$ cat config.mk
export PLATFORM = sky130hd
export DESIGN_NAME = msg_rendezvous
export DESIGN_NICKNAME = d
export VERILOG_FILES = /design/src/rtl/msg_rdv_pkg.sv /design/src/rtl/rdv_port_hold.sv /design/src/rtl/rdv_pair_match.sv /design/src/rtl/rdv_byte_mover.sv /design/src/rtl/msg_rendezvous.sv
export SDC_FILE = /design/constraint.sdc
export NUM_CORES = 1
export LEC_CHECK = 0
export CORE_ASPECT_RATIO = 1.75
export CORE_MARGIN = 2
export CORE_UTILIZATION = 40
export CTS_CLUSTER_SIZE = 20
export DETAILED_ROUTE_END_ITERATION = 7
export HOLD_SLACK_MARGIN = 0.05
export PLACE_DENSITY = 0.68
export SLEW_MARGIN = 0
export SYNTH_ARGS = -nofsm -noshare
export SYNTH_HDL_FRONTEND = slang
export SYNTH_SLANG_ARGS = --single-unit
$ cat constraint.sdc
create_clock -name clk -period 3.8 [get_ports clk]
set_input_delay 0.38 -clock clk [delete_from_list [all_inputs] [get_ports clk]]
set_output_delay 0.38 -clock clk [all_outputs]
set_load 0.02 [all_outputs]
$ cat src/rtl/msg_rdv_pkg.sv
package msg_rdv_pkg;

  localparam int BYTE_W = 8;

  typedef enum logic [1:0] {
    XF_IDLE = 2'd0,
    XF_MOVE = 2'd1,
    XF_FIN  = 2'd2
  } xf_state_e;

  // Number of bytes that actually move: the shorter of the two offers.
  function automatic int unsigned xfer_len(input int unsigned send_n,
                                           input int unsigned recv_n);
    return (send_n < recv_n) ? send_n : recv_n;
  endfunction

  // Channel addresses under the link base map onto the external link.
  function automatic logic is_link_chan(input int unsigned chan,
                                        input int unsigned base);
    return chan < base;
  endfunction

  // Address of byte k of a message.
  function automatic int unsigned byte_addr(input int unsigned base_ptr,
                                            input int unsigned k);
    return base_ptr + k;
  endfunction

endpackage

$ cat src/rtl/rdv_port_hold.sv
// Captures one side's request operands and holds the side pending until release.
module rdv_port_hold #(
  parameter int AW = 16,
  parameter int CW = 8
) (
  input  logic          clk,
  input  logic          rst_n,
  input  logic          req_i,
  input  logic [AW-1:0] chan_i,
  input  logic [AW-1:0] ptr_i,
  input  logic [CW-1:0] cnt_i,
  input  logic          release_i,
  output logic          pend_o,
  output logic          accept_o,
  output logic [AW-1:0] chan_o,
  output logic [AW-1:0] ptr_o,
  output logic [CW-1:0] cnt_o
);

  // A request is taken only by an idle side; repeats while pending fall away.
  assign accept_o = req_i && !pend_o;

  always_ff @(posedge clk) begin
    if (!rst_n) begin
      pend_o <= 1'b0;
      chan_o <= '0;
      ptr_o  <= '0;
      cnt_o  <= '0;
    end else if (release_i) begin
      pend_o <= 1'b0;
    end else if (accept_o) begin
      pend_o <= 1'b1;
      chan_o <= chan_i;
      ptr_o  <= ptr_i;
      cnt_o  <= cnt_i;
    end
  end

endmodule

$ cat src/rtl/rdv_pair_match.sv
// Decides when the two pending sides form a rendezvous, and on which path.
module rdv_pair_match
  import msg_rdv_pkg::*;
#(
  parameter int AW        = 16,
  parameter int CW        = 8,
  parameter int LINK_BASE = 16
) (
  input  logic          snd_pend_i,
  input  logic          rcv_pend_i,
  input  logic [AW-1:0] snd_chan_i,
  input  logic [AW-1:0] rcv_chan_i,
  input  logic [CW-1:0] snd_cnt_i,
  input  logic [CW-1:0] rcv_cnt_i,
  output logic          go_o,
  output logic [CW-1:0] len_o,
  output logic          link_o
);

  logic same_chan;

  assign same_chan = (snd_chan_i == rcv_chan_i);
  assign go_o      = snd_pend_i && rcv_pend_i && same_chan;
  assign len_o     = CW'(xfer_len(32'(snd_cnt_i), 32'(rcv_cnt_i)));
  assign link_o    = is_link_chan(32'(snd_chan_i), LINK_BASE);

endmodule

$ cat src/rtl/rdv_byte_mover.sv
// Walks the source and destination pointers one byte per cycle.
module rdv_byte_mover
  import msg_rdv_pkg::*;
#(
  parameter int AW = 16,
  parameter int CW = 8
) (
  input  logic              clk,
  input  logic              rst_n,
  input  logic              go_i,
  input  logic [CW-1:0]     len_i,
  input  logic              link_i,
  input  logic [AW-1:0]     src_ptr_i,
  input  logic [AW-1:0]     dst_ptr_i,
  input  logic [BYTE_W-1:0] rd_data_i,
  output logic              rd_en_o,
  output logic [AW-1:0]     rd_addr_o,
  output logic              mem_wr_o,
  output logic              lnk_wr_o,
  output logic [AW-1:0]     wr_addr_o,
  output logic [BYTE_W-1:0] wr_data_o,
  output logic              move_o,
  output logic              fin_o
);

  xf_state_e     state_q;
  logic [AW-1:0] src_q;
  logic [AW-1:0] dst_q;
  logic [CW-1:0] left_q;
  logic          link_q;
  logic          last_beat;

  assign move_o    = (state_q == XF_MOVE);
  assign fin_o     = (state_q == XF_FIN);
  assign last_beat = move_o && (left_q == CW'(1));

  assign rd_en_o   = move_o;
  assign rd_addr_o = src_q;
  assign mem_wr_o  = move_o && !link_q;
  assign lnk_wr_o  = move_o && link_q;
  assign wr_addr_o = dst_q;
  assign wr_data_o = rd_data_i;

  always_ff @(posedge clk) begin
    if (!rst_n) begin
      state_q <= XF_IDLE;
      src_q   <= '0;
      dst_q   <= '0;
      left_q  <= '0;
      link_q  <= 1'b0;
    end else begin
      unique case (state_q)
        XF_IDLE: begin
          if (go_i) begin
            src_q   <= src_ptr_i;
            dst_q   <= dst_ptr_i;
            left_q  <= len_i;
            link_q  <= link_i;
            state_q <= (len_i == '0) ? XF_FIN : XF_MOVE;
          end
        end
        XF_MOVE: begin
          src_q  <= AW'(byte_addr(32'(src_q), 1));
          dst_q  <= AW'(byte_addr(32'(dst_q), 1));
          left_q <= left_q - CW'(1);
          if (last_beat) state_q <= XF_FIN;
        end
        XF_FIN:  state_q <= XF_IDLE;
        default: state_q <= XF_IDLE;
      endcase
    end
  end

endmodule

$ cat src/rtl/msg_rendezvous.sv
module msg_rendezvous
  import msg_rdv_pkg::*;
#(
  parameter int AW        = 16,
  parameter int CW        = 8,
  parameter int LINK_BASE = 16
) (
  input  logic          clk,
  input  logic          rst_n,
  input  logic          snd_req,
  input  logic [AW-1:0] snd_chan,
  input  logic [AW-1:0] snd_ptr,
  input  logic [CW-1:0] snd_cnt,
  output logic          snd_done,
  input  logic          rcv_req,
  input  logic [AW-1:0] rcv_chan,
  input  logic [AW-1:0] rcv_ptr,
  input  logic [CW-1:0] rcv_cnt,
  output logic          rcv_done,
  output logic          src_rd_en,
  output logic [AW-1:0] src_rd_addr,
  input  logic [7:0]    src_rd_data,
  output logic          dst_wr_en,
  output logic [AW-1:0] dst_wr_addr,
  output logic [7:0]    dst_wr_data,
  output logic          lnk_wr_en,
  output logic [AW-1:0] lnk_wr_addr,
  output logic [7:0]    lnk_wr_data
);

  // Named internal events, visible to the bound checker.
  logic          snd_pend, rcv_pend;
  logic          snd_take, rcv_take;
  logic          xfer_go, xfer_move, xfer_fin, xfer_link;
  logic [CW-1:0] xfer_len_w;
  logic [AW-1:0] h_chan [2];
  logic [AW-1:0] h_ptr  [2];
  logic [CW-1:0] h_cnt  [2];
  logic [1:0]    side_req, side_pend, side_take;
  logic [AW-1:0] side_chan [2];
  logic [AW-1:0] side_ptr  [2];
  logic [CW-1:0] side_cnt  [2];
  logic [AW-1:0] wr_addr;
  logic [7:0]    wr_data;

  // Index 0 is the sending side, index 1 the receiving side.
  assign side_req  = {rcv_req, snd_req};
  assign side_chan[0] = snd_chan;
  assign side_chan[1] = rcv_chan;
  assign side_ptr[0]  = snd_ptr;
  assign side_ptr[1]  = rcv_ptr;
  assign side_cnt[0]  = snd_cnt;
  assign side_cnt[1]  = rcv_cnt;

  for (genvar s = 0; s < 2; s++) begin : g_side
    rdv_port_hold #(.AW(AW), .CW(CW)) u_hold (
      .clk       (clk),
      .rst_n     (rst_n),
      .req_i     (side_req[s]),
      .chan_i    (side_chan[s]),
      .ptr_i     (side_ptr[s]),
      .cnt_i     (side_cnt[s]),
      .release_i (xfer_fin),
      .pend_o    (side_pend[s]),
      .accept_o  (side_take[s]),
      .chan_o    (h_chan[s]),
      .ptr_o     (h_ptr[s]),
      .cnt_o     (h_cnt[s])
    );
  end

  assign snd_pend = side_pend[0];
  assign rcv_pend = side_pend[1];
  assign snd_take = side_take[0];
  assign rcv_take = side_take[1];

  rdv_pair_match #(.AW(AW), .CW(CW), .LINK_BASE(LINK_BASE)) u_match (
    .snd_pend_i (snd_pend),
    .rcv_pend_i (rcv_pend),
    .snd_chan_i (h_chan[0]),
    .rcv_chan_i (h_chan[1]),
    .snd_cnt_i  (h_cnt[0]),
    .rcv_cnt_i  (h_cnt[1]),
    .go_o       (xfer_go),
    .len_o      (xfer_len_w),
    .link_o     (xfer_link)
  );

  rdv_byte_mover #(.AW(AW), .CW(CW)) u_move (
    .clk       (clk),
    .rst_n     (rst_n),
    .go_i      (xfer_go),
    .len_i     (xfer_len_w),
    .link_i    (xfer_link),
    .src_ptr_i (h_ptr[0]),
    .dst_ptr_i (h_ptr[1]),
    .rd_data_i (src_rd_data),
    .rd_en_o   (src_rd_en),
    .rd_addr_o (src_rd_addr),
    .mem_wr_o  (dst_wr_en),
    .lnk_wr_o  (lnk_wr_en),
    .wr_addr_o (wr_addr),
    .wr_data_o (wr_data),
    .move_o    (xfer_move),
    .fin_o     (xfer_fin)
  );

  assign dst_wr_addr = wr_addr;
  assign dst_wr_data = wr_data;
  assign lnk_wr_addr = wr_addr;
  assign lnk_wr_data = wr_data;
  assign snd_done    = xfer_fin;
  assign rcv_done    = xfer_fin;

endmodule

==> After elaboration in Yosys (flattened, before gate mapping) <==
Cells that the tools add are included.
{ "totals": {"regBits": 125, "latch_bits": 0, "mem_bits_rw": 0, "romBits": 0, "in_bits": 92, "out_inout_bits": 69, "wordCells": 56, "n_memories": 0} }
{ "classes": {"addsub": 3, "n_mul": 0, "div_mod_pow": 0, "magnitude_cmp": 2, "eq_ne": 6, "shift": 0, "n_mux": 11, "bitwise_logic": 2, "reduce_logical": 19} }
{ "op_table": {"columns": ["op", "count"], "rows": [
  ["case mux 16 bit (2 select lines)", 2],
  ["adder 16 x 1 -> 16 bit, second input constant", 2],
  ["2-to-1 mux 16 bit", 2],
  ["== test 16 bit", 1],
  ["< comparator 16 x 5 -> 1 bit, second input constant", 1],
  ["2-to-1 mux 8 bit", 2],
  ["case mux 8 bit (2 select lines)", 1],
  ["AND reduction 2 bit", 5],
  ["== test 8 x 1 -> 1 bit, second input constant", 1],
  ["zero test 8 bit", 1],
  ["< comparator 8 bit", 1],
  ["subtractor 8 x 1 -> 8 bit, second input constant", 1],
  ["logical AND 1 bit", 7],
  ["2-to-1 mux 2 bit", 3],
  ["inequality test 2 bit, second input constant", 2],
  ["case mux 2 bit (2 select lines)", 1],
  ["zero test 1 bit", 3],
  ["== test 2 x 1 -> 1 bit, second input constant", 1],
  ["== test 2 bit, second input constant", 1],
  ["zero test 2 bit", 1],
  ["inverter 1 bit", 2],
  ["nonzero test 2 bit", 1],
  ["OR reduction 2 bit", 1]
]} }

==> Logic depth before layout (Yosys ltp) <==
{ "logic_depth": {"depth_word": 6, "depth_mapped": 8, "mapped_depth_nobuf": 8} }

==> By module <==
A second synthesis with hierarchy kept.
{ "unflattened": {"hier_cells": 763, "hier_area_um2": 6531.3} }
{ "by_module_without_submodules": {"columns": ["mod", "instances", "cells_per_inst", "area_each_um2", "seq_area_each_um2"], "rows": [
  ["rdv_port_hold", 2, 178, 1660.3, 820.8],
  ["rdv_byte_mover", 1, 324, 2542.4, 860.8],
  ["rdv_pair_match", 1, 58, 480.5, 0.0],
  ["msg_rendezvous", 1, 25, 187.7, 0.0]
]} }

==> Worst setup path after synthesis <==
Ideal clock, no wire load.
{ "synth_timing": {"path_kind": "register to register", "startpoint": "reg g_side[1].u_hold.cnt_o[2]", "endpoint": "reg u_move.left_q[0]", "t_arrival_ps": 1989, "t_required_ps": 3680, "path_slack_ps": 1691, "path_stages_with_launch": 9, "synth_period_minus_slack_ps": 2109, "cell_sequence": "dfxtp_1 -> inv_1 -> ha_1 -> or3_1 -> a21oi_1 -> a211oi_1 -> nor2_4 -> mux2_2 -> o31a_1"} }
{ "synth_between": {"elab_chain_cells": 4} }
{ "synth_lines": {"columns": ["item", "line", "text"], "rows": [
  ["start, declared", "rdv_port_hold.sv:17", "output logic [CW-1:0] cnt_o"],
  ["start signal, assigned", "rdv_port_hold.sv:35", "cnt_o <= cnt_i;"],
  ["< comparator 8 bit", "msg_rdv_pkg.sv:14", "return (send_n < recv_n) ? send_n : recv_n;"],
  ["2-to-1 mux 8 bit", "msg_rdv_pkg.sv:14", null],
  ["2-to-1 mux 8 bit", "rdv_byte_mover.sv:54", "if (go_i) begin"],
  ["case mux 8 bit (2 select lines)", "rdv_byte_mover.sv:52", "unique case (state_q)"],
  ["end signal, assigned", "rdv_byte_mover.sv:57", "left_q <= len_i;"],
  ["end signal, assigned", "rdv_byte_mover.sv:65", "left_q <= left_q - CW'(1);"],
  ["end, declared", "rdv_byte_mover.sv:29", "logic [CW-1:0] left_q;"]
]} }
Every way passes these cells. The select of a mux whose other input is x is not followed.
A chain may end at the register's enable or synchronous reset.

==> Worst setup path in the final report <==
{ "layout_timing": {"startpoint": "reg u_move.state_q[1]", "endpoint": "out lnk_wr_en"} }
{ "layout_between": {"elab_chain_cells": 2} }
{ "layout_lines": {"columns": ["item", "line", "text"], "rows": [
  ["start, declared", "rdv_byte_mover.sv:26", "xf_state_e state_q;"],
  ["start signal, assigned", "rdv_byte_mover.sv:59", "state_q <= (len_i == '0) ? XF_FIN : XF_MOVE;"],
  ["== test 2 x 1 -> 1 bit", "rdv_byte_mover.sv:33", "assign move_o = (state_q == XF_MOVE);"],
  ["logical AND 1 bit", "rdv_byte_mover.sv:40", "assign lnk_wr_o = move_o && link_q;"],
  ["end, declared", "msg_rendezvous.sv:26", "output logic lnk_wr_en,"]
]} }
Every way passes these cells.

==> summary.md <==
| Metric | Value |
|---|---|
| Die Y | approximately 160 microns |
| Met1 GRT Util | between 20% and 30% |
| Root Buffer | clkbuf_16 |
| Setup TNS | 0 ns |
| Cell Area, Synth | approximately 6000 sq um |
| Setup crit start | u_move.state_q[1]$_SDFFE_PN0P_ |
| Most frequent cells after synthesis | nand2_1 (188), dfxtp_1 (125), a21oi_1 (105) |
| Post-synth ARST share | 0% |
| Via-to-Cell Ratio | 5.29 |
| Min Tclk post-route | approximately 2.8 ns |
| Die Area | 15600 sq um |
| Crit path kind | register to output port |
| Synth area leaders | dfxtp_1 (43%), nand2_1 (12%), a21oi_1 (9.0%) |
| Sw Ratio | around a quarter |
| Ant diodes | 0 |
| Min-delay src | g_side[0].u_hold.ptr_o[9]$_SDFFE_PN0P_ |
| Post-synthesis sequential area ratio | a little over two fifths |
| Register area | 2500 sq um |
| Ys Warns | 0 |
| GRT Overall Usage | a little over a fifth |
| Total CTS buffers | 17 |
| Placed Area | about 7100 sq um |
| Clock Tree Buf Depth | 2 |
| Seq pwr share | about two fifths |
| Synth cell types | 55 |
| Met2 Track Usage GR | 38.5% |
| Setup Buffers After CTS | 0 |
| Die width | approximately 95 microns |
| Count leader, synth | nand2_1 |
| # fillers | ~1300 |
| Final Cell Area | between 7000 and 8000 sq um |
| Initial antenna violation count | 0 |
| PD cells | approximately 440 nW/um^2 |
| Critical path startpoint category | register |
| First-pass GRT wire length | roughly 26 mm |
| Met3 usage | about 3.8% |
| Synthesized Nets | roughly 850 |
| GP Congestion | around 0.85 |
| Final setup viols | 0 |
| Pre-antenna DRT Iters | 4 |
| Crit-path max FO | 29 |
| Flops & latches, synth | 125 |
| Largest net degree at the start of global routing | between 40 and 50 |
| Multi-input logic area | about 2900 sq um |
| CTS tree | built |
| RSZ-0062 raised after global routing | no |
| Row count | 58 |
| Max H-tree Level | 4 |
| Internal Power | 2.56 mW |
| Number of I/O port buffers | approximately 140 |
| Num ports | ~160 |
| Setup Skew | about 0.012 ns |
| Rel. slew slack | about 39% |
| Area grow syn2layout | 31.9% |
| Worst r2r src | g_side[0].u_hold.chan_o[1]$_SDFFE_PN0P_ |
| Net Sw Power | just under 0.8 mW |
| Worst skew pair latency | 0.41 ns |
| Fmax | between 300 and 400 MHz |
| Max VDD drop | 0.000251 V |
| Clock transition at the registers of the reported paths | ~0.050 ns |
| Routed WL per cell | about 16 microns |
| Vias in the first global route | approximately 5300 |
| Detailed Route Iter0 Violations | between 200 and 300 |
| Via count | roughly 5400 |
| ANT nets after route | 0 |
| PostCTS Resize Cnt | 0 |
| Combinational fraction of design power | 10.4% |
| Max-Cap Viols | 0 |
| Clock power share | a little under half |
| Fin. max-slew vios | 0 |
| DP Wirelength | approximately 11 mm |
| Hold WC Path Type | register to register |
| Mapped Cells | between 700 and 800 |
| Final Hold Viols | 0 |
| Congestion Overflow GR | 0 |
| Layout cells sized above 1 | between 5 and 6% |
| Worst-Margin Slew | 0.908 ns |
| Static leakage | roughly 2.9 nW |
| Drt drc | 0 |
| Status | completed |
| Final Total Pwr | 3.36 mW |
| Mean Syn Cell Area | slightly below 8 sq um |
| Crit path DAT | between 2 and 2.5 ns |
| GRT busiest layer | met2 |
| Most used DFF post-synth | dfxtp_1 |
| Number of synthesized flops with an enable pin | 0 |
| Cts hold-fix bufs | 0 |
| Area leader, netlist | dfxtp_1 |
| Final Cycle Share | 72.8% |
| Required @ worst endpoint | between 3 and 4 ns |
| Nets | around 940 |
| Total routed wirelength | ~16 mm |
| Worst Setup End Kind | output port |
| Starting density of the core | approximately 41% |
| Core footprint | 14300 sq um |
| Sink Count | between 100 and 150 |
| Yosys top cell area share | 42.9% |
==> cells by family (layout without fill, tap and decap cells) <==
family                     count (synthesis)  after routing  share of synthesized area (%)
muxes                                      8              8                           1.39
and+or+nand+nor                          306            306                           23.8
adders and majority gates                 11             11                           2.36
xor gates and xnor gates                  28             28                           4.21
AOI/OAI and AO/OA                        176            176                           17.4
buffers and inverters                     88            192                           7.96
DFF                                      125            125                           42.9
==> layer usage <==
layer  up-vias  part of all wire, %
met2       164                   54
met4         0                  1.6
met3        18                  4.8
li1       2712                    -
met5         -                    0
met1      2532                   40
==> worst max-delay path, stage by stage, from the launching register on <==
cell and delay [ns]:
dfxtp_1 0.32, nand2b_1 0.14, buf_4 0.23, inv_2 0.44
and2_1 0.24, clkdlybuf4s50_1 0.61
==> layout by cell type (no fill, tap or decap), types with 6 or more instances in the layout <==
cell / instances
nand2_1: 188
clkdlybuf4s50_1: 136
dfxtp_1: 125
a21oi_1: 105
nor2_1: 26
nand3_1: 23
o21ai_0: 19
xor2_1: 18
clkbuf_16: 17
inv_1: 15
a211oi_1: 14
nor4_1: 12
nor3_1: 11
a31oi_1: 11
ha_1: 11
xnor2_1: 10
nand4_1: 10
and3_1: 9
mux2i_1: 7
buf_4: 7
o21a_1: 6
==> cell type report <==
class,instances,share of cell area (%)
Inverter,17,0.829
Timing Repair Buffer,144,18.6
Clock inverter,10,1.48
Clock buffer,21,6.24
Tap cell,180,2.93
Sequential cell,125,32.5
Multi-Input combinational cell,529,37.4
==> power groups by stage <==
stage | Combinational (mW) | Clock [mW] | Sequential [mW]
final | 0.350 | 1.60 | 1.41
after global routing | 0.386 | 1.69 | 1.41
after CTS | 0.353 | 1.63 | 1.41
after detailed placement | 0.352 | 0 | 1.43
after global placement | 0.348 | 0 | 1.43
after floorplan | 0.225 | 0 | 1.42
==> stage by stage <==
step | std cells | hold WS, ns | worst slack [ns] | util (%)
6_report | 1026 | 0.448 | 1.04 | 53.8
5_1_grt | 1026 | 0.469 | 0.910 | 53.8
4_1_cts | 1026 | 0.451 | 1.03 | 53.8
3_5_place_dp | 995 | 0.445 | 1.17 | 49.7
3_3_place_gp | 995 | 0.440 | 1.23 | 49.7
2_1_floorplan | 742 | 0.433 | 1.69 | -
==> registers in the layout, indices dropped and copies added (netlist names) <==
signal,cells
u_move.rd_addr_o,16
u_move.wr_addr_o,16
u_move.link_q,1
u_move.left_q,8
g_side.u_hold.chan_o,32
g_side.u_hold.ptr_o,32
g_side.u_hold.pend_o,2
g_side.u_hold.cnt_o,16
u_move.state_q,2
==> path summary, 6_finish.rpt <==
path | to | slack, ns | cells after the start
worst min register to register | g_side[0].u_hold.ptr_o[9]$_SDFFE_PN0P_ | 0.45 | 2
worst max register to register | u_move.rd_addr_o[12]$_SDFFE_PN0P_ | 1.18 | 6
worst max-delay path | lnk_wr_en | 1.04 | 5
worst min-delay path | g_side[0].u_hold.ptr_o[9]$_SDFFE_PN0P_ | 0.45 | 2
Power figures use the tool's default switching activity.
